$ cat config.mk
export PLATFORM = sky130hd
export DESIGN_NAME = des_key_search
export DESIGN_NICKNAME = d
export VERILOG_FILES = /design/src/rtl/des_search_pkg.sv /design/src/rtl/des_f_func.sv /design/src/rtl/des_key_sched.sv /design/src/rtl/des_round_core.sv /design/src/rtl/des_key_search.sv
export SDC_FILE = /design/constraint.sdc
export NUM_CORES = 1
export LEC_CHECK = 0
export BUFFER_PORTS_ARGS = -buffer_cell sky130_fd_sc_hd__buf_2
export CORE_UTILIZATION = 57
export CTS_CLUSTER_DIAMETER = 80
export DETAILED_ROUTE_END_ITERATION = 10
export PLACE_DENSITY = 0.81
export REMOVE_ABC_BUFFERS = 1
export SYNTH_ARGS = -nofsm -noshare
export SYNTH_HDL_FRONTEND = slang
export SYNTH_SLANG_ARGS = --single-unit
$ cat constraint.sdc
create_clock -name clk_i -period 4.3 [get_ports clk_i]
set_input_delay 0.215 -clock clk_i [delete_from_list [all_inputs] [get_ports clk_i]]
set_output_delay 0.215 -clock clk_i [all_outputs]
set_load 0.05 [all_outputs]
$ cat src/rtl/des_search_pkg.sv
package des_search_pkg;

  localparam int KEY_W  = 56;
  localparam int BLK_W  = 64;
  localparam int HALF_W = BLK_W / 2;
  localparam int SUB_W  = 48;
  localparam int CD_W   = KEY_W / 2;
  localparam int ROUNDS = 16;
  localparam int RND_W  = $clog2(ROUNDS);
  localparam int N_SBOX = 8;

  typedef enum logic [1:0] {SRCH_IDLE, SRCH_RUN, SRCH_CHECK} srch_state_e;

  localparam int unsigned IP_T [64] = '{
    58, 50, 42, 34, 26, 18, 10, 2, 60, 52, 44, 36, 28, 20, 12, 4,
    62, 54, 46, 38, 30, 22, 14, 6, 64, 56, 48, 40, 32, 24, 16, 8,
    57, 49, 41, 33, 25, 17,  9, 1, 59, 51, 43, 35, 27, 19, 11, 3,
    61, 53, 45, 37, 29, 21, 13, 5, 63, 55, 47, 39, 31, 23, 15, 7};

  localparam int unsigned P_T [32] = '{
    16, 7, 20, 21, 29, 12, 28, 17, 1, 15, 23, 26, 5, 18, 31, 10,
    2, 8, 24, 14, 32, 27, 3, 9, 19, 13, 30, 6, 22, 11, 4, 25};

  localparam int unsigned PC1_T [56] = '{
    57, 49, 41, 33, 25, 17, 9, 1, 58, 50, 42, 34, 26, 18,
    10, 2, 59, 51, 43, 35, 27, 19, 11, 3, 60, 52, 44, 36,
    63, 55, 47, 39, 31, 23, 15, 7, 62, 54, 46, 38, 30, 22,
    14, 6, 61, 53, 45, 37, 29, 21, 13, 5, 28, 20, 12, 4};

  localparam int unsigned PC2_T [48] = '{
    14, 17, 11, 24, 1, 5, 3, 28, 15, 6, 21, 10,
    23, 19, 12, 4, 26, 8, 16, 7, 27, 20, 13, 2,
    41, 52, 31, 37, 47, 55, 30, 40, 51, 45, 33, 48,
    44, 49, 39, 56, 34, 53, 46, 42, 50, 36, 29, 32};

  // S-boxes, row-major: index = {row(2), column(4)}
  localparam int unsigned S1_T [64] = '{
    14, 4, 13, 1, 2, 15, 11, 8, 3, 10, 6, 12, 5, 9, 0, 7,
    0, 15, 7, 4, 14, 2, 13, 1, 10, 6, 12, 11, 9, 5, 3, 8,
    4, 1, 14, 8, 13, 6, 2, 11, 15, 12, 9, 7, 3, 10, 5, 0,
    15, 12, 8, 2, 4, 9, 1, 7, 5, 11, 3, 14, 10, 0, 6, 13};
  localparam int unsigned S2_T [64] = '{
    15, 1, 8, 14, 6, 11, 3, 4, 9, 7, 2, 13, 12, 0, 5, 10,
    3, 13, 4, 7, 15, 2, 8, 14, 12, 0, 1, 10, 6, 9, 11, 5,
    0, 14, 7, 11, 10, 4, 13, 1, 5, 8, 12, 6, 9, 3, 2, 15,
    13, 8, 10, 1, 3, 15, 4, 2, 11, 6, 7, 12, 0, 5, 14, 9};
  localparam int unsigned S3_T [64] = '{
    10, 0, 9, 14, 6, 3, 15, 5, 1, 13, 12, 7, 11, 4, 2, 8,
    13, 7, 0, 9, 3, 4, 6, 10, 2, 8, 5, 14, 12, 11, 15, 1,
    13, 6, 4, 9, 8, 15, 3, 0, 11, 1, 2, 12, 5, 10, 14, 7,
    1, 10, 13, 0, 6, 9, 8, 7, 4, 15, 14, 3, 11, 5, 2, 12};
  localparam int unsigned S4_T [64] = '{
    7, 13, 14, 3, 0, 6, 9, 10, 1, 2, 8, 5, 11, 12, 4, 15,
    13, 8, 11, 5, 6, 15, 0, 3, 4, 7, 2, 12, 1, 10, 14, 9,
    10, 6, 9, 0, 12, 11, 7, 13, 15, 1, 3, 14, 5, 2, 8, 4,
    3, 15, 0, 6, 10, 1, 13, 8, 9, 4, 5, 11, 12, 7, 2, 14};
  localparam int unsigned S5_T [64] = '{
    2, 12, 4, 1, 7, 10, 11, 6, 8, 5, 3, 15, 13, 0, 14, 9,
    14, 11, 2, 12, 4, 7, 13, 1, 5, 0, 15, 10, 3, 9, 8, 6,
    4, 2, 1, 11, 10, 13, 7, 8, 15, 9, 12, 5, 6, 3, 0, 14,
    11, 8, 12, 7, 1, 14, 2, 13, 6, 15, 0, 9, 10, 4, 5, 3};
  localparam int unsigned S6_T [64] = '{
    12, 1, 10, 15, 9, 2, 6, 8, 0, 13, 3, 4, 14, 7, 5, 11,
    10, 15, 4, 2, 7, 12, 9, 5, 6, 1, 13, 14, 0, 11, 3, 8,
    9, 14, 15, 5, 2, 8, 12, 3, 7, 0, 4, 10, 1, 13, 11, 6,
    4, 3, 2, 12, 9, 5, 15, 10, 11, 14, 1, 7, 6, 0, 8, 13};
  localparam int unsigned S7_T [64] = '{
    4, 11, 2, 14, 15, 0, 8, 13, 3, 12, 9, 7, 5, 10, 6, 1,
    13, 0, 11, 7, 4, 9, 1, 10, 14, 3, 5, 12, 2, 15, 8, 6,
    1, 4, 11, 13, 12, 3, 7, 14, 10, 15, 6, 8, 0, 5, 9, 2,
    6, 11, 13, 8, 1, 4, 10, 7, 9, 5, 0, 15, 14, 2, 3, 12};
  localparam int unsigned S8_T [64] = '{
    13, 2, 8, 4, 6, 15, 11, 1, 10, 9, 3, 14, 5, 0, 12, 7,
    1, 15, 13, 8, 10, 3, 7, 4, 12, 5, 6, 11, 0, 14, 9, 2,
    7, 11, 4, 1, 9, 12, 14, 2, 0, 6, 10, 13, 15, 3, 5, 8,
    2, 1, 14, 7, 4, 10, 8, 13, 15, 12, 9, 0, 3, 5, 6, 11};

  // Table entries are 1-based, counted from the MSB.
  function automatic logic [63:0] des_ip(input logic [63:0] x);
    logic [63:0] res;
    res = '0;
    for (int i = 0; i < 64; i++) res[6'(63 - i)] = x[6'(64 - IP_T[i])];
    return res;
  endfunction

  function automatic logic [63:0] des_fp(input logic [63:0] x);
    logic [63:0] res;
    res = '0;
    for (int i = 0; i < 64; i++) res[6'(64 - IP_T[i])] = x[6'(63 - i)];
    return res;
  endfunction

  function automatic logic [47:0] des_expand(input logic [31:0] r);
    logic [47:0] res;
    res = '0;
    for (int j = 0; j < 8; j++)
      for (int k = 0; k < 6; k++)
        res[6'(47 - 6 * j - k)] = r[5'(31 - ((4 * j + k + 31) % 32))];
    return res;
  endfunction

  function automatic logic [31:0] des_pbox(input logic [31:0] x);
    logic [31:0] res;
    res = '0;
    for (int i = 0; i < 32; i++) res[5'(31 - i)] = x[5'(32 - P_T[i])];
    return res;
  endfunction

  // Reinsert a zero at the low bit of every byte.
  function automatic logic [63:0] key_widen(input logic [55:0] k);
    logic [63:0] res;
    res = '0;
    for (int i = 0; i < 64; i++)
      if (i % 8 != 7) res[6'(63 - i)] = k[6'(55 - ((i / 8) * 7 + (i % 8)))];
    return res;
  endfunction

  function automatic logic [55:0] des_pc1(input logic [55:0] k);
    logic [63:0] w;
    logic [55:0] res;
    w   = key_widen(k);
    res = '0;
    for (int i = 0; i < 56; i++) res[6'(55 - i)] = w[6'(64 - PC1_T[i])];
    return res;
  endfunction

  function automatic logic [47:0] des_pc2(input logic [55:0] cd);
    logic [47:0] res;
    res = '0;
    for (int i = 0; i < 48; i++) res[6'(47 - i)] = cd[6'(56 - PC2_T[i])];
    return res;
  endfunction

  function automatic logic [3:0] des_sbox(input int unsigned idx, input logic [5:0] b);
    logic [5:0] a;
    a = {b[5], b[0], b[4:1]};
    case (idx)
      0:       return 4'(S1_T[a]);
      1:       return 4'(S2_T[a]);
      2:       return 4'(S3_T[a]);
      3:       return 4'(S4_T[a]);
      4:       return 4'(S5_T[a]);
      5:       return 4'(S6_T[a]);
      6:       return 4'(S7_T[a]);
      default: return 4'(S8_T[a]);
    endcase
  endfunction

  // Rounds 1, 2, 9 and 16 (zero-based 0, 1, 8, 15) rotate by one bit.
  function automatic logic rot_single(input logic [RND_W-1:0] rnd);
    return (rnd == 4'd0) || (rnd == 4'd1) || (rnd == 4'd8) || (rnd == 4'd15);
  endfunction

endpackage

$ cat src/rtl/des_f_func.sv
module des_f_func
  import des_search_pkg::*;
(
  input  logic [HALF_W-1:0] r_i,
  input  logic [SUB_W-1:0]  subkey_i,
  output logic [HALF_W-1:0] f_o
);

  logic [SUB_W-1:0]  mixed;
  logic [HALF_W-1:0] sub_out;

  assign mixed = des_expand(r_i) ^ subkey_i;

  for (genvar g = 0; g < N_SBOX; g++) begin : g_sbox
    assign sub_out[HALF_W-1-4*g -: 4] = des_sbox(g, mixed[SUB_W-1-6*g -: 6]);
  end

  assign f_o = des_pbox(sub_out);

endmodule

$ cat src/rtl/des_key_sched.sv
module des_key_sched
  import des_search_pkg::*;
(
  input  logic             clk_i,
  input  logic             rst_ni,
  input  logic             load_i,
  input  logic [KEY_W-1:0] key_i,
  input  logic             step_i,
  input  logic [RND_W-1:0] rnd_i,
  output logic [SUB_W-1:0] subkey_o
);

  logic [CD_W-1:0] c_q, d_q, c_nx, d_nx;

  always_comb begin
    if (rot_single(rnd_i)) begin
      c_nx = {c_q[CD_W-2:0], c_q[CD_W-1]};
      d_nx = {d_q[CD_W-2:0], d_q[CD_W-1]};
    end else begin
      c_nx = {c_q[CD_W-3:0], c_q[CD_W-1 -: 2]};
      d_nx = {d_q[CD_W-3:0], d_q[CD_W-1 -: 2]};
    end
  end

  assign subkey_o = des_pc2({c_nx, d_nx});

  always_ff @(posedge clk_i or negedge rst_ni) begin
    if (!rst_ni) begin
      c_q <= '0;
      d_q <= '0;
    end else if (load_i) begin
      {c_q, d_q} <= des_pc1(key_i);
    end else if (step_i) begin
      c_q <= c_nx;
      d_q <= d_nx;
    end
  end

  assert_no_load_step_R3: assert property (@(posedge clk_i) disable iff (!rst_ni)
    !(load_i && step_i));

endmodule

$ cat src/rtl/des_round_core.sv
module des_round_core
  import des_search_pkg::*;
(
  input  logic             clk_i,
  input  logic             rst_ni,
  input  logic             load_i,
  input  logic [BLK_W-1:0] block_i,
  input  logic             step_i,
  input  logic [SUB_W-1:0] subkey_i,
  output logic [BLK_W-1:0] result_o
);

  logic [HALF_W-1:0] l_q, r_q, f_val;

  des_f_func u_f (
    .r_i      (r_q),
    .subkey_i (subkey_i),
    .f_o      (f_val)
  );

  always_ff @(posedge clk_i or negedge rst_ni) begin
    if (!rst_ni) begin
      l_q <= '0;
      r_q <= '0;
    end else if (load_i) begin
      {l_q, r_q} <= block_i;
    end else if (step_i) begin
      l_q <= r_q;
      r_q <= l_q ^ f_val;
    end
  end

  // halves swapped before the final permutation
  assign result_o = des_fp({r_q, l_q});

  assert_step_moves_R3: assert property (@(posedge clk_i) disable iff (!rst_ni)
    (step_i && !load_i) |=> l_q == $past(r_q));

endmodule

$ cat src/rtl/des_key_search.sv
module des_key_search
  import des_search_pkg::*;
(
  input  logic             clk_i,
  input  logic             rst_ni,
  input  logic             start_i,
  input  logic [BLK_W-1:0] plain_i,
  input  logic [BLK_W-1:0] cipher_i,
  input  logic [KEY_W-1:0] first_key_i,
  input  logic [KEY_W-1:0] last_key_i,
  output logic             busy_o,
  output logic             found_o,
  output logic             exhausted_o,
  output logic [KEY_W-1:0] key_o
);

  srch_state_e      state_q;
  logic [RND_W-1:0] rnd_q;
  logic [KEY_W-1:0] key_q, last_q, key_nx;
  logic [BLK_W-1:0] tgt_q, ipblk_q, result, load_blk;
  logic             found_q, exh_q;
  logic             accept, hit, at_last, advance, load, step;

  assign accept   = start_i && (state_q == SRCH_IDLE);
  assign hit      = (state_q == SRCH_CHECK) && (result == tgt_q);
  assign at_last  = key_q == last_q;
  assign advance  = (state_q == SRCH_CHECK) && !hit && !at_last;
  assign load     = accept || advance;
  assign step     = state_q == SRCH_RUN;
  assign key_nx   = accept ? first_key_i : key_q + KEY_W'(1);
  assign load_blk = accept ? des_ip(plain_i) : ipblk_q;

  des_key_sched u_sched (
    .clk_i    (clk_i),
    .rst_ni   (rst_ni),
    .load_i   (load),
    .key_i    (key_nx),
    .step_i   (step),
    .rnd_i    (rnd_q),
    .subkey_o (subkey)
  );

  logic [SUB_W-1:0] subkey;

  des_round_core u_core (
    .clk_i    (clk_i),
    .rst_ni   (rst_ni),
    .load_i   (load),
    .block_i  (load_blk),
    .step_i   (step),
    .subkey_i (subkey),
    .result_o (result)
  );

  always_ff @(posedge clk_i or negedge rst_ni) begin
    if (!rst_ni) begin
      state_q <= SRCH_IDLE;
      rnd_q   <= '0;
      key_q   <= '0;
      last_q  <= '0;
      tgt_q   <= '0;
      ipblk_q <= '0;
      found_q <= 1'b0;
      exh_q   <= 1'b0;
    end else begin
      unique case (state_q)
        SRCH_IDLE: if (accept) begin
          key_q   <= first_key_i;
          last_q  <= last_key_i;
          tgt_q   <= cipher_i;
          ipblk_q <= load_blk;
          found_q <= 1'b0;
          exh_q   <= 1'b0;
          rnd_q   <= '0;
          state_q <= SRCH_RUN;
        end
        SRCH_RUN: begin
          rnd_q <= rnd_q + RND_W'(1);
          if (rnd_q == RND_W'(ROUNDS - 1)) state_q <= SRCH_CHECK;
        end
        SRCH_CHECK: begin
          if (hit) begin
            found_q <= 1'b1;
            state_q <= SRCH_IDLE;
          end else if (at_last) begin
            exh_q   <= 1'b1;
            state_q <= SRCH_IDLE;
          end else begin
            key_q   <= key_nx;
            rnd_q   <= '0;
            state_q <= SRCH_RUN;
          end
        end
        default: state_q <= SRCH_IDLE;
      endcase
    end
  end

  assign busy_o      = state_q != SRCH_IDLE;
  assign found_o     = found_q;
  assign exhausted_o = exh_q;
  assign key_o       = key_q;

  assert_flags_excl_R10: assert property (@(posedge clk_i) disable iff (!rst_ni)
    !(found_q && exh_q));
  assert_done_idle_R10: assert property (@(posedge clk_i) disable iff (!rst_ni)
    (found_q || exh_q) |-> !busy_o);
  assert_round_count_R3: assert property (@(posedge clk_i) disable iff (!rst_ni)
    (state_q == SRCH_RUN && rnd_q == RND_W'(ROUNDS - 1)) |=> state_q == SRCH_CHECK);
  assert_key_inc_R4: assert property (@(posedge clk_i) disable iff (!rst_ni)
    (state_q == SRCH_CHECK && result != tgt_q && key_q != last_q)
      |=> key_q == $past(key_q) + KEY_W'(1));
  assert_match_key_R5: assert property (@(posedge clk_i) disable iff (!rst_ni)
    found_q |-> result == tgt_q);
  assert_busy_ignore_R8: assert property (@(posedge clk_i) disable iff (!rst_ni)
    (busy_o && start_i) |=> $stable(last_q) && $stable(tgt_q) && $stable(ipblk_q));
  assert_hold_R7: assert property (@(posedge clk_i) disable iff (!rst_ni)
    (!busy_o && !start_i) |=> $stable(found_q) && $stable(exh_q) && $stable(key_q));

endmodule

Word-level counts from Yosys, hierarchy flattened

Memories as Yosys holds them, arrays and structs flattened.
Cells that the tools add are included.
W data, S select, Z words.

Magnitude comparators: 8
Equal/unequal tests: 13
Multiplexer cells: 47
Add/subtract/negate cells: 2
Reductions and logical operators: 22
Bitwise operators: 10

Operators with widths:

| cell                    | number |
|---|---|
| $mux W56                | 4 |
| $mux W28                | 6 |
| $mux W32                | 4 |
| $pmux W56 S2            | 1 |
| $eq A64 B64 Y1          | 1 |
| $mux W64                | 1 |
| $add A56 B1 Y56 const B | 1 |
| $eq A56 B56 Y1          | 1 |
| $ge A7 B7 Y1 const B    | 8 |
| $not A6 Y7              | 6 |
| $mux W4                 | 9 |
| $xor A32 B16 Y32        | 1 |
| $xor A32 B32 Y32        | 1 |
| $mux W3                 | 8 |
| $not A6 Y7 const A      | 2 |
| $pmux W4 S3             | 1 |
| $reduce_and A4 Y1       | 3 |
| $ne A2 B2 Y1 const B    | 5 |
| $eq A4 B4 Y1 const B    | 2 |
| $mux W2                 | 4 |
| $mux W1                 | 6 |
| $pmux W2 S3             | 1 |
| $reduce_bool A2 Y1      | 3 |
| $add A4 B1 Y4 const B   | 1 |
| 13 further kinds        | 22 |

Flip-flop bits (word level): 368
Memories kept: 8
Input bits: 243
Memory bits (read-only): 16,384
Logic and storage cells: 122
Output and inout bits: 59

Memory list:

| name            | depth | width | read ports | clocked after memory_dff | wr ports | RTL line              | text |
|---|---|---|---|---|---|---|---|
| (no name shown) | 64    | 32    | 1          | 0                        | 0        | des_search_pkg.sv:145 | `default: return 4'(S8_T[a]);` |
| (no name shown) | 64    | 32    | 1          | 0                        | 0        | des_search_pkg.sv:138 | `0: return 4'(S1_T[a]);` |
| (no name shown) | 64    | 32    | 1          | 0                        | 0        | des_search_pkg.sv:144 | `6: return 4'(S7_T[a]);` |
| (no name shown) | 64    | 32    | 1          | 0                        | 0        | des_search_pkg.sv:140 | `2: return 4'(S3_T[a]);` |
| (no name shown) | 64    | 32    | 1          | 0                        | 0        | des_search_pkg.sv:141 | `3: return 4'(S4_T[a]);` |
| (no name shown) | 64    | 32    | 1          | 0                        | 0        | des_search_pkg.sv:143 | `5: return 4'(S6_T[a]);` |
| 2 more memories | n/a   | n/a   | n/a        | n/a                      | n/a      | n/a                   |  |

Depth between registers and ports, before layout

Gate-level depths: netlist of run 1.

Word-level depth: 13
Depth in mapped cells: 16
Mapped depth without buffers: 14

By module

A second synthesis of run 1 with hierarchy kept.

Cell total of the unflattened synthesis: 2,632
Area total of the unflattened synthesis: 22,741.8 µm²

Modules (own cells, without submodules):

| module         | sequential area each (µm²) | cells an instance | area an instance (µm²) | instances |
|---|---|---|---|---|
| des_key_search | 6,206.0                    | 1,630             | 13,397.8               | 1 |
| des_round_core | 1,601.5                    | 346               | 3,686.0                | 1 |
| des_key_sched  | 1,401.3                    | 377               | 3,432.0                | 1 |
| des_f_func     | 0.0                        | 279               | 2,225.9                | 1 |

Worst setup path before layout of run 1

Ideal clock, no wire load.

Kind: register to register
Start point: register rnd_q[0]
End point: register u_core.r_q[0]
Cell stages (with the launch flop): 16
Path buffers: 1
Arrival time: 3.133 ns
Period minus slack after synthesis: 3.202 ns
Required time: 4.231 ns
Library setup time: 0.069 ns
Slack: 1.098 ns
Path through: dfrtp_1 -> inv_1 -> ha_1 -> nor2_8 -> a22o_4 -> buf_12 -> mux2i_4 -> xor2_4 -> inv_1 -> ha_1 -> a21o_1 -> a21oi_1 -> a211oi_1 -> a2111oi_1 -> mux2i_1 -> nand3_1

Longest elaborated chain between the ends: 13
Elaborated cells between the ends (all ways): 16
Those cells by class: 3 x eq/ne; 5 x mux; 3 x bitwise; 4 x reduce/logical; 1 x memory

RTL lines:

| element                                          | RTL line              | text |
|---|---|---|
| from (decl)                                      | des_key_search.sv:18  | `logic [RND_W-1:0] rnd_q;` |
| from (signal assigned)                           | des_key_search.sv:78  | `rnd_q <= rnd_q + RND_W'(1);` |
| $eq A4 B1 Y1 or $logic_not A4 Y1 (tied branches) | des_search_pkg.sv:151 | `return (rnd == 4'd0) \|\| (rnd == 4'd1) \|\| (rnd == 4'd8) \|\| (rnd == 4'd15);` |
| $logic_or A1 B1 Y1 (2 in series)                 | des_search_pkg.sv:151 |  |
| $logic_or A1 B1 Y1 (*)                           | des_search_pkg.sv:151 |  |
| $mux W28 (*)                                     | des_key_sched.sv:16   | `if (rot_single(rnd_i)) begin` |
| $xor A32 B32 Y32 (*)                             | des_f_func.sv:12      | `assign mixed = des_expand(r_i) ^ subkey_i;` |
| $not A6 Y7 (*)                                   | n/a                   |  |
| $mem_v2 Z64 W32 (*)                              | n/a                   |  |
| $mux W4 (implied by the code) (*) (2 in series)  | des_search_pkg.sv:144 |  |
| $xor A32 B16 Y32 (*)                             | des_round_core.sv:29  | `r_q <= l_q ^ f_val;` |
| $mux W32 (*)                                     | des_round_core.sv:27  | `end else if (step_i) begin` |
| $mux W32 (*)                                     | des_round_core.sv:25  | `end else if (load_i) begin` |
| to (signal assigned)                             | des_round_core.sv:26  | `{l_q, r_q} <= block_i;` |
| to (signal assigned)                             | des_round_core.sv:29  |  |
| to (decl)                                        | des_round_core.sv:13  | `logic [HALF_W-1:0] l_q, r_q, f_val;` |

Mark *: on every way between the ends. The rest lies on a longest branch, timed or not. The select of a mux whose other input is x is not followed.
A chain may end at the register's enable or synchronous reset.

Final worst setup path of run 1

Start point: register rnd_q[0]
End point: register u_core.r_q[3]

Longest elaborated chain between the ends: 13
Elaborated cells between the ends (all ways): 16
Those cells by class: 3 x eq/ne; 5 x mux; 3 x bitwise; 4 x reduce/logical; 1 x memory

RTL lines:

| element                                          | RTL line |
|---|---|
| $eq A4 B1 Y1 or $logic_not A4 Y1 (tied branches) | des_search_pkg.sv:151 |
| $logic_or A1 B1 Y1 (2 in series)                 | des_search_pkg.sv:151 |
| $logic_or A1 B1 Y1 (*)                           | des_search_pkg.sv:151 |
| $mux W28 (*)                                     | des_key_sched.sv:16 |
| $xor A32 B32 Y32 (*)                             | des_f_func.sv:12 |
| $not A6 Y7 (*)                                   | n/a |
| $mem_v2 Z64 W32 (*)                              | n/a |
| $mux W3 (implied by the code) (*) (2 in series)  | des_search_pkg.sv:143 |
| $xor A32 B16 Y32 (*)                             | des_round_core.sv:29 |
| $mux W32 (*)                                     | des_round_core.sv:27 |
| $mux W32 (*)                                     | des_round_core.sv:25 |

Marked as above.

==> results of run 1 <==
==> placed cells by master (no fill, tap or decap), types with 19 or more instances in the layout <==
master and instances:
a311oi_1 31, nor2_1 95, nand2_1 555, buf_2 236, o22ai_1 19, nand3_1 79, a21oi_1 92, and2_1 35
dfrtp_1 336, clkbuf_16 37, inv_1 28, o21ai_0 109, mux2i_1 54, a22oi_1 24, buf_4 35, nand4_1 34
dlygate4sd3_1 130, ha_1 22, xnor2_1 116
==> power groups by stage <==
stage	combinational (mW)	clock (mW)	sequential, mW
after floorplan	6.15	0	6.44
after global placement	8.92	0	5.83
after detailed placement	9.32	0	5.90
after CTS	9.51	3.19	5.87
after global routing	10.5	3.32	6.05
final	9.64	3.17	5.93
==> path summary, 6_finish.rpt <==
kind	startpoint	to	slack, ns	cells after the start
setup / recovery	rnd_q[0]	u_core.r_q[3]	0.62	15
hold / removal	first_key_i[42]	key_o[42]	0.02	3
setup reg to reg	rnd_q[0]	u_core.r_q[3]	0.62	15
hold reg to reg	ipblk_q[30]	ipblk_q[30]	0.48	2
max in group asynchronous	rst_ni	key_o[40]	2.71	3
min in group asynchronous	rst_ni	ipblk_q[30]	0.39	2
==> cell type report <==
type,instances,area [um2],share of cell area [%]
Antenna cell,4,10.0,0.0458
Multi-Input combinational cell,1481,8740,40.0
Inverter,30,113,0.515
Sequential cell,336,8410,38.4
Clock inverter,8,97.6,0.446
Tap cell,396,495,2.26
Timing Repair Buffer,409,2900,13.3
Clock buffer,57,1110,5.08
==> cells by family (layout without fill, tap and decap cells) <==
family / after synthesis / count (layout) / share of synthesized area (%)
flip-flops: 336 / 336 / 47.4
AND/OR/NAND/NOR: 859 / 859 / 20.7
AO/OA/AOI/OAI: 391 / 391 / 14.6
buffers and inverters: 161 / 504 / 3.70
multiplexers: 67 / 67 / 4.36
other: 0 / 4 / 0
XOR/XNOR: 141 / 141 / 7.63
adder cells (fa/ha/maj): 23 / 23 / 1.61
==> worst min-delay path: stages <==
cell,delay [ns]
buf_2,0.08
o22ai_1,0.07
a21oi_1,0.14
==> flip-flops by register name, indices dropped and copies added, names as in the netlist <==
signal	flops
ipblk_q	64
key_o	56
last_q	56
tgt_q	32
u_core.l_q	32
u_core.r_q	32
u_sched.c_q	28
u_sched.d_q	28
rnd_q	4
state_q	2
exhausted_o	1
found_o	1
==> metal layers <==
layer | global-route usage [%] | vias to the layer above | share of wire (%)
met5 | 0 | - | 0.020
met4 | 18.9 | 2 | 5.9
met3 | 6.95 | 236 | 8.9
met2 | 57.8 | 951 | 47
met1 | 43.7 | 7884 | 38
li1 | - | 7411 | -
==> through the flow <==
step / utilization, % / setup TNS, ns
2_1_floorplan: - / -299.84
3_3_place_gp: 63.3 / 0
3_5_place_dp: 63.3 / 0
4_1_cts: 71.5 / 0
5_1_grt: 71.5 / 0
6_report: 71.5 / 0
==> results.json, run 1 <==
{
  "post-route-drc-count": 0,
  "fp.dieArea_um2": 31900,
  "num_io_pins": 302,
  "synthCells": 1978,
  "worstMarginPinSlew_ns": 1.25,
  "p_seq_share_pct": 31.6,
  "worst-path-buf-inv": 3,
  "critical_path_peak_fanout": 13,
  "cts_hold_buf": 130,
  "routedWlPerCell_um": 20.1,
  "grt_first_pass_wirelength_um": 87000,
  "hold_path.class": "in -> reg",
  "die_x_um": 178,
  "synth_common_cells": "nand2_1, dfrtp_1, xnor2_1, o21ai_0",
  "cpPeakStageDelay_ns": 0.61,
  "vdd_drop_max_mv": 0.585,
  "status": "complete, no violations",
  "initial_utilization_pct": 58.0,
  "clkTransAtPathRegs_ns": 0.06,
  "p_leak_nw": 10.2,
  "power.total_mw": 18.7,
  "ys_ff_latch": 336,
  "synth-seq-area-share_pct": 47.4,
  "synth_top_area_share_pct": 47.4,
  "drive_above_1_share_pct": 16.7,
  "yosysMostFrequentCell": "nand2_1",
  "synth_edf_count": 0,
  "hold_viol_final": 0,
  "cts_buffers": 36,
  "comb_power_share_pct": 51.5,
  "yosysWarnings": 0,
  "finalSetupViolations": 0,
  "whs_ns": 0.0233,
  "endpoint_kind": "flip-flop",
  "critPathKind": "reg -> reg",
  "portBuffers": 237,
  "finClkSkew_ns": 0.0188,
  "fin_crit_ns": 3.68,
  "die_h_um": 178,
  "p_sw_mw": 8.63,
  "fin_crit_sh_pct": 85.5,
  "fin_ws_ns": 0.625,
  "synth_ff_type": "dfrtp_1",
  "vias_per_cell": 6.06,
  "fmax_mhz": 272,
  "cts.sinks": 336,
  "clk_latency_ns": 0.52,
  "fin_cells": 2721,
  "fillers": 2162,
  "critPathRequiredTime_ns": 4.70,
  "post_cts_buffers": 0,
  "fin_area_um2": 21900,
  "wirelength_um": 54700,
  "cts_buffer_depth": 3,
  "grt_pass1_vias": 16300,
  "grt_use_total_pct": 35.2,
  "htree_levels": 2,
  "synth-async-reset-ratio_pct": 100,
  "cp_common_cell": "ha_1",
  "fin_nets": 2559,
  "slew_violations": 0,
  "dr.first_iter.drc_count": 1595,
  "syn_avg_cell_area_um2": 8.98,
  "internal_power_mw": 10.1,
  "post-place-ws_ns": 0.676,
  "dpl.hpwl_um": 34800,
  "cap_violations": 0,
  "arrival_ns": 4.08,
  "yosys-top-cells-area": "dfrtp_1, nand2_1, xnor2_1",
  "grt_max_degree": 155,
  "final_antenna_net_count": 0,
  "cts_resized": 0,
  "cp_slowest_cell": "a2111oi_1",
  "dpl_cell_area_um2": 19400,
  "crit_path_cell_trace": "inv_1, ha_1, nor2_8, a22o_4, buf_4, mux2i_4, xnor2_2, inv_2, ha_1, a21oi_1, a211oi_1, a2111oi_1, a211oi_2, xnor2_1, o21ai_1",
  "dp.cells": 2522,
  "rows": 64,
  "firstDrtPassIters": 6,
  "antenna_found_initial": 6,
  "cts_tree": "done",
  "critPathTopFamily": "compound AO/OA/AOI/OAI gates",
  "crit_path_start_kind": "flip-flop",
  "p_sw_share_pct": 46.0,
  "clockRootBuffer": "clkbuf_16",
  "coreArea_um2": 30600,
  "overflow": 0,
  "gp_congestion": 0.930,
  "synth_area_um2": 17800,
  "p_clk_share_pct": 16.9,
  "power_density_nw_per_um2": 857,
  "slew-limit-headroom_pct": 16.3,
  "ys_types": 82,
  "area_growth_pct": 23.2,
  "rsz0062_at_grt": "false",
  "yosysTopAreaCell": "dfrtp_1",
  "vias": 16500
}
Note: power is estimated with default switching activity, not from simulation.
==> run 2, diff against run 1 <==
- CORE_UTILIZATION: 57 -> 59
- CTS_BUF_LIST: default -> sky130_fd_sc_hd__clkbuf_4 sky130_fd_sc_hd__clkbuf_8
- PLACE_DENSITY: 0.81 -> 0.83
==> results.json, run 2 (synthesis gave the netlist of run 1 again) <==
{
  "antenna_found_initial": 2,
  "dr.first_iter.drc_count": 1902,
  "clkTransAtPathRegs_ns": 0.07,
  "fin_area_um2": 22200,
  "drive_above_1_share_pct": 17.8,
  "num_io_pins": 302,
  "cts.sinks": 336,
  "critical_path_peak_fanout": 76,
  "fin_cells": 2782,
  "routedWlPerCell_um": 20.2,
  "arrival_ns": 4.14,
  "power_density_nw_per_um2": 837,
  "area_growth_pct": 25.0,
  "slew-limit-headroom_pct": 12.7,
  "cts_resized": 0,
  "initial_utilization_pct": 59.9,
  "grt_first_pass_wirelength_um": 88100,
  "critPathRequiredTime_ns": 4.73,
  "grt_use_total_pct": 36.5,
  "slew_violations": 0,
  "crit_path_start_kind": "flip-flop",
  "fillers": 1985,
  "utilization_pct": 74.9,
  "htree_levels": 2,
  "layout_commonest_cell": "nand2_1",
  "dpl.hpwl_um": 34000,
  "largest_reg_flops": 64,
  "vias": 17000,
  "cpPeakStageDelay_ns": 0.63,
  "endpoint_kind": "flip-flop",
  "die_h_um": 175,
  "grt_max_degree": 155,
  "critPathKind": "reg -> reg",
  "layout_common_cells": "nand2_1, dfrtp_1, buf_2, dlygate4sd3_1, xnor2_1",
  "finalSetupViolations": 0,
  "fin_crit_ns": 3.71,
  "whs_ns": 0.0303,
  "overflow": 0,
  "portBuffers": 237,
  "vias_per_cell": 6.10,
  "fmax_mhz": 269,
  "fin_nets": 2613,
  "cap_violations": 0,
  "hold_viol_final": 0,
  "grt_pass1_vias": 16800,
  "rsz0062_at_grt": "false",
  "post-route-drc-count": 0,
  "gp_congestion": 0.888,
  "clockRootBuffer": "clkbuf_8",
  "wirelength_um": 56300,
  "p_leak_nw": 10.4,
  "cts_buffer_depth": 3,
  "cts_tree": "done",
  "cp_slowest_cell": "nor4_1",
  "worstMarginPinSlew_ns": 1.30,
  "fin_crit_sh_pct": 86.4,
  "fp.dieArea_um2": 30800,
  "critPathTopFamily": "simple AND/OR/NAND/NOR gates",
  "rows": 63,
  "firstDrtPassIters": 5,
  "dp.cells": 2512,
  "clk_latency_ns": 0.62,
  "coreArea_um2": 29600,
  "status": "complete, no violations",
  "cts_hold_buf": 171,
  "final_antenna_net_count": 0,
  "post_cts_buffers": 0,
  "worst-path-buf-inv": 2,
  "crit_path_cell_trace": "xnor2_1, nand4_1, nor4_1, nand4_1, nand2_2, nand2_4, buf_4, buf_4, o2bb2ai_1, a21oi_1, o31ai_2",
  "die_x_um": 175,
  "vdd_drop_max_mv": 0.575,
  "cts_buffers": 53,
  "regMostFlops": "ipblk_q",
  "hold_path.class": "in -> reg",
  "dpl_cell_area_um2": 19300,
  "finClkSkew_ns": 0.0580
}
==> run 2: cell types whose count changed in the layout (fill, tap and decap cells not counted), moves of 6 or more <==
cell           delta
clkbuf_8         +64
dlygate4sd3_1    +41
clkbuf_16        -37
clkinv_2         +10
clkbuf_1          -9
clkbuf_4          +6
==> run 2: worst register-to-register path: cells and delay by family, from the launching register on <==
kind | cells | cell delay (ns)
XOR/XNOR | 1 | 0.28
AND/OR/NAND/NOR | 5 | 1.40
buffers and inverters | 2 | 0.87
AO/OA/AOI/OAI | 3 | 0.48
flip-flops | 1 | 0.50
==> run 2: per-layer routing <==
metal	track usage [%]	part of all wire, %
met5	0	0.020
met4	22.4	6.4
met3	7.58	9.1
met2	58.8	47
met1	45.4	38
==> run 2: final timing paths <==
path	start	endpoint	slack, ns	depth (start not counted)
max	key_o[2]	u_core.r_q[13]	0.59	11
min	first_key_i[46]	key_o[46]	0.03	3
max reg2reg	key_o[2]	u_core.r_q[13]	0.59	11
min reg2reg	ipblk_q[30]	ipblk_q[30]	0.48	2
max in group asynchronous	rst_ni	last_q[19]	2.92	3
min in group asynchronous	rst_ni	exhausted_o	0.29	2
==> run 2: layout make-up <==
class / instances / area [um2] / area share [%]
Timing Repair Buffer: 446 / 3240 / 14.6
Sequential cell: 336 / 8410 / 37.9
Antenna cell: 1 / 2.50 / 0.0113
Inverter: 30 / 113 / 0.508
Clock inverter: 17 / 115 / 0.519
Clock buffer: 81 / 1080 / 4.86
Tap cell: 390 / 488 / 2.20
Multi-Input combinational cell: 1481 / 8740 / 39.4
==> run 2: where the power goes <==
group          internal [mW]  leakage (nW)  switching, mW
sequential              4.46          4.23           1.50
clock                   1.66         0.636           1.34
combinational           3.73          5.50           5.88
total                   9.85          10.4           8.72
==> run 2: through the flow <==
stage | setup slack [ns] | power [mW] | setup TNS [ns]
global route | 0.448 | 19.6 | 0
global placement | 0.877 | 14.7 | 0
finish | 0.585 | 18.6 | 0
detailed placement | 0.775 | 15.1 | 0
CTS | 0.707 | 18.2 | 0
floorplan | -3.70 | 12.6 | -299.84
